<file path="src/rtl/stretch_clkgen_pkg.sv">
package stretch_clkgen_pkg;
  // Strobes the tick sequencer hands to the cycle datapath
  typedef struct packed {
    logic cycleEnd;  // last tick of the current processor cycle
    logic slotTick;  // mid-phase-0 tick reserved for the video fetch
    logic inPh1;     // current tick belongs to phase 1
  } clkStrobe_t;
endpackage

</file>
<file path="src/rtl/stretch_clkgen_ctrl.sv">
module stretch_clkgen_ctrl
  import stretch_clkgen_pkg::*;
#(
  parameter int NORM_TICKS  = 14,
  parameter int EXTRA_TICKS = 2
) (
  input  logic       clk,
  input  logic       rst,
  input  logic       lastCycle,
  output clkStrobe_t stb
);
  localparam int LONG_TICKS = NORM_TICKS + EXTRA_TICKS;
  localparam int TW         = $clog2(LONG_TICKS);
  localparam int PH0_TICKS  = NORM_TICKS / 2;
  localparam int SLOT_AT    = PH0_TICKS / 2;

  localparam logic [TW-1:0] NORM_END = TW'(NORM_TICKS - 1);
  localparam logic [TW-1:0] LONG_END = TW'(LONG_TICKS - 1);
  localparam logic [TW-1:0] PH1_AT   = TW'(PH0_TICKS);
  localparam logic [TW-1:0] SLOT_POS = TW'(SLOT_AT);

  logic [TW-1:0] tickCnt;
  logic [TW-1:0] endTick;
  logic          endNow;

  // Only the final cycle of the line runs to the longer end tick
  always_comb begin
    endTick = lastCycle ? LONG_END : NORM_END;
    endNow  = (tickCnt == endTick);
  end

  always_ff @(posedge clk) begin
    if (rst)         tickCnt <= '0;
    else if (endNow) tickCnt <= '0;
    else             tickCnt <= tickCnt + 1'b1;
  end

  // Phase 0 has a fixed length, so the extra ticks land in phase 1
  always_comb begin
    stb.cycleEnd = endNow;
    stb.slotTick = (tickCnt == SLOT_POS);
    stb.inPh1    = (tickCnt >= PH1_AT);
  end
endmodule

</file>
<file path="src/rtl/stretch_clkgen_dp.sv">
module stretch_clkgen_dp
  import stretch_clkgen_pkg::*;
#(
  parameter int LINE_CYCLES = 65,
  parameter int CW          = $clog2(LINE_CYCLES)
) (
  input  logic          clk,
  input  logic          rst,
  input  clkStrobe_t    stb,
  output logic          lastCycle,
  output logic          cpuPh0,
  output logic          cpuPh1,
  output logic          videoSlot,
  output logic [CW-1:0] lineCycle
);
  localparam logic [CW-1:0] LAST_IDX = CW'(LINE_CYCLES - 1);

  logic [CW-1:0] cycleCnt;

  always_ff @(posedge clk) begin
    if (rst)                cycleCnt <= '0;
    else if (stb.cycleEnd) begin
      if (lastCycle)        cycleCnt <= '0;
      else                  cycleCnt <= cycleCnt + 1'b1;
    end
  end

  always_comb begin
    lastCycle = (cycleCnt == LAST_IDX);
    cpuPh0    = ~stb.inPh1;
    cpuPh1    = stb.inPh1;
    videoSlot = stb.slotTick & ~stb.inPh1;
    lineCycle = cycleCnt;
  end
endmodule

</file>
<file path="src/rtl/stretch_clkgen.sv">
module stretch_clkgen
  import stretch_clkgen_pkg::*;
#(
  parameter int NORM_TICKS  = 14,
  parameter int EXTRA_TICKS = 2,
  parameter int LINE_CYCLES = 65,
  parameter int CW          = $clog2(LINE_CYCLES)
) (
  input  logic          clk,
  input  logic          rst,
  output logic          cpuPh0,
  output logic          cpuPh1,
  output logic          videoSlot,
  output logic [CW-1:0] lineCycle
);
  clkStrobe_t stb;
  logic       lastCycle;

  stretch_clkgen_ctrl #(
    .NORM_TICKS (NORM_TICKS),
    .EXTRA_TICKS(EXTRA_TICKS)
  ) u_ctrl (
    .clk      (clk),
    .rst      (rst),
    .lastCycle(lastCycle),
    .stb      (stb)
  );

  stretch_clkgen_dp #(
    .LINE_CYCLES(LINE_CYCLES),
    .CW         (CW)
  ) u_dp (
    .clk      (clk),
    .rst      (rst),
    .stb      (stb),
    .lastCycle(lastCycle),
    .cpuPh0   (cpuPh0),
    .cpuPh1   (cpuPh1),
    .videoSlot(videoSlot),
    .lineCycle(lineCycle)
  );
endmodule

</file>
<file path="config.mk">
export PLATFORM = sky130hd
export DESIGN_NAME = stretch_clkgen
export DESIGN_NICKNAME = d
export VERILOG_FILES = /design/src/rtl/stretch_clkgen_pkg.sv /design/src/rtl/stretch_clkgen_ctrl.sv /design/src/rtl/stretch_clkgen_dp.sv /design/src/rtl/stretch_clkgen.sv
export SDC_FILE = /design/constraint.sdc
export NUM_CORES = 1
export LEC_CHECK = 0
export ABC_AREA = 1
export BUFFER_PORTS_ARGS = -buffer_cell sky130_fd_sc_hd__buf_2
export CAP_MARGIN = 20
export CORE_AREA = 2 2 39 41
export CTS_CLUSTER_SIZE = 10
export DETAILED_ROUTE_END_ITERATION = 16
export DIE_AREA = 0 0 41 43
export GPL_ROUTABILITY_DRIVEN = 0
export PLACE_DENSITY = 0.81
export SYNTH_ARGS = -nofsm -noshare
export SYNTH_HDL_FRONTEND = slang
export SYNTH_SLANG_ARGS = --single-unit
</file>
<file path="constraint.sdc">
create_clock -name clk -period 2.2 [get_ports clk]
set_input_delay 0.11 -clock clk [delete_from_list [all_inputs] [get_ports clk]]
set_output_delay 0.11 -clock clk [all_outputs]
set_load 0.02 [all_outputs]
</file>
==> flow_summary.yaml <==
outcome:
  status: "completed"
routing:
  vias_per_cell: 4.99
  vias: 569
  wl_per_cell_um: 11.1
  drtIter0Drc: 13
  route.detailed.drc: 0
  routed_wl_um: 1260
  firstDrtPassIters: 4
  antenna_left: 0
synth:
  yosysTopAreaCell: "dfxtp_1"
  yosys_warnings: 0
  synth_area_leaders: "dfxtp_1 (35%), nand2_1 (11%), inv_1 (7.1%)"
  yosysSeqAreaShare_pct: 34.5
  synthDistinctLibCells: 20
  synth.net_count: 89
  avgSynthCellArea_um2: 7.60
  synth_edf_count: 0
  yosys-top-cells-count: "nand2_1 (18), inv_1 (12), dfxtp_1 (11), nand3_1 (8), nor2_1 (8)"
  async_flop_share_pct: 0
  yosysTopAreaCellShare_pct: 34.5
  synthFlopType: "dfxtp_1"
  synthCells: 84
  yosysMostFrequentCell: "nand2_1"
  ys_ff_latch: 11
  syn-cell-area_um2: 638
floorplan:
  dieWidth_um: 41
  die_h_um: 43
  ios: 12
  core-area_um2: 1380
  die_area_um2: 1760
  rows: 14
  start_util_pct: 46.1
critical_path:
  worstPathMaxFanout: 4
  critPathBufInv: 1
  cp.required_ps: 2090
  path_delay_family: "flip-flops"
  reg2reg_slack_ps: 750
  path_cells: "ha_1 > nor3b_1 > buf_2"
  path_class: "reg -> out"
  r2r_start: "u_dp.lineCycle[0]"
  cp-end-kind: "output pin"
  start_kind: "register"
  critPathLaunch: "u_ctrl.tickCnt[1]"
  slowest_stage: "dfxtp_1"
  slowest_delay_ps: 390
  cp.arrival_ps: 1370
finish:
  syn_to_final_growth_pct: 14.1
  drive_above_1_share_pct: 22.4
  stdcell_area_um2: 728
  nets: 104
  insertedDiodeCount: 0
sta:
  worst_pin_slew_ps: 339
  drv_slew: 0
  relSlewSlack_pct: 77.4
  hold_viol_final: 0
  post-route-period-util_pct: 67.1
  setup_ws_ps: 723
  skew_ps: 1.44
  min_period_ps: 1480
  hold_ws_ps: 83.9
  max_freq_mhz: 677
  fin_setup_tns_ps: 0
  finalSetupViolations: 0
  rsz0062_at_grt: "false"
cts:
  clockBufferDepth: 2
  tritoncts: "yes"
  holdBufCountCts: 0
  cts_root_buf: "clkbuf_4"
  cts_resized: 0
  cts.clk_slew.worst_paths_ps: 70
  clock_latency_ps: 260
  ctsHtreeMaxLevel: 1
  cts.sinks: 11
  cts_buffers: 3
  postCtsSetupRepairBufs: 0
placed_design:
  port_buffers: 11
  placed_area_um2: 702
  hpwl_um: 951
  place_worst_setup_slack_ps: 769
global_route:
  grt_pass1_wl_um: 2100
  grtUsageTotal_pct: 17.9
  grt_max_degree: 10
  grt_pass1_vias: 546
  gr-total-overflow: 0
  antenna_found_initial: 0
power_and_ir_drop:
  power.density_nw_per_um2: 505
  irDropWorstVdd_v: 0.000325
  leakage_uw: 0.000356
flow_run:
  drv_cap: 0
worst_hold_path:
  hp-class: "in -> reg"
  hp-start: "rst"
path summary, 6_finish.rpt:
| kind | endpoint | cells past startpoint |
|---|---|---|
| max reg2reg | u_dp.lineCycle[5] | 9 |
| max | videoSlot | 3 |
| min reg2reg | u_ctrl.tickCnt[0] | 1 |
| min | u_dp.lineCycle[0] | 2 |
where the power goes:
part / switching [µW] / leakage, µW / internal [µW]
Clock: 65.0 / 0.0000150 / 70.1
Combinational: 15.9 / 0.000252 / 7.90
Sequential: 5.08 / 0.0000892 / 204
registers in the layout, indices dropped and copies added, names as in the netlist:
name	cells
u_dp.lineCycle	7
u_ctrl.tickCnt	4
routing by layer:
| metal | vias to the layer above | part of all wire [%] | track usage, % |
|---|---|---|---|
| met3 | 4 | 2.5 | 5.24 |
| met4 | 0 | 1.6 | 11.3 |
| met1 | 255 | 44 | 19.3 |
| met2 | 12 | 52 | 28.4 |
| met5 | - | 0 | 0 |
| li1 | 298 | - | - |
layout by cell type, fill, tap and decap left out:
cell type  count
nand2_1       18
inv_1         12
buf_2         11
dfxtp_1       11
nor2_1         8
nand3_1        8
nand4_1        5
xor2_1         3
ha_1           3
clkbuf_4       3
nor2_4         2
nand3_4        2
nand2_2        2
a21oi_1        2
nor3b_1        1
nor2_2         1
and3_1         1
nor3_1         1
o21ai_0        1
nor3_2         1
xnor2_1        1
clkbuf_1       1
logic make-up (layout without fill, tap and decap cells):
logic type	after synthesis	after routing	share of synthesized area, %
compound gates	3	3	2.35
flops	11	11	34.5
xor+xnor	4	4	5.49
simple gates	50	50	42.9
fa+ha+maj	3	3	5.88
buf+inv	13	27	8.82
cell type report:
class / instances / area (µm²)
repair buffers: 11 / 55.1
clock buffers: 4 / 26.3
fillers: 132 / 656
inverters: 12 / 45.0
flip-flops and latches: 11 / 220
well taps: 16 / 20.0
multi-input cells: 60 / 362
metrics by stage:
step           power, µW  utilization [%]  cells
3_3_place_gp         235             50.7    110
5_1_grt              387             52.6    114
4_1_cts              370             52.6    114
2_1_floorplan        229                -     84
3_5_place_dp         236             50.7    110
6_report             368             52.6    114
(Power assumes the default switching activity.)
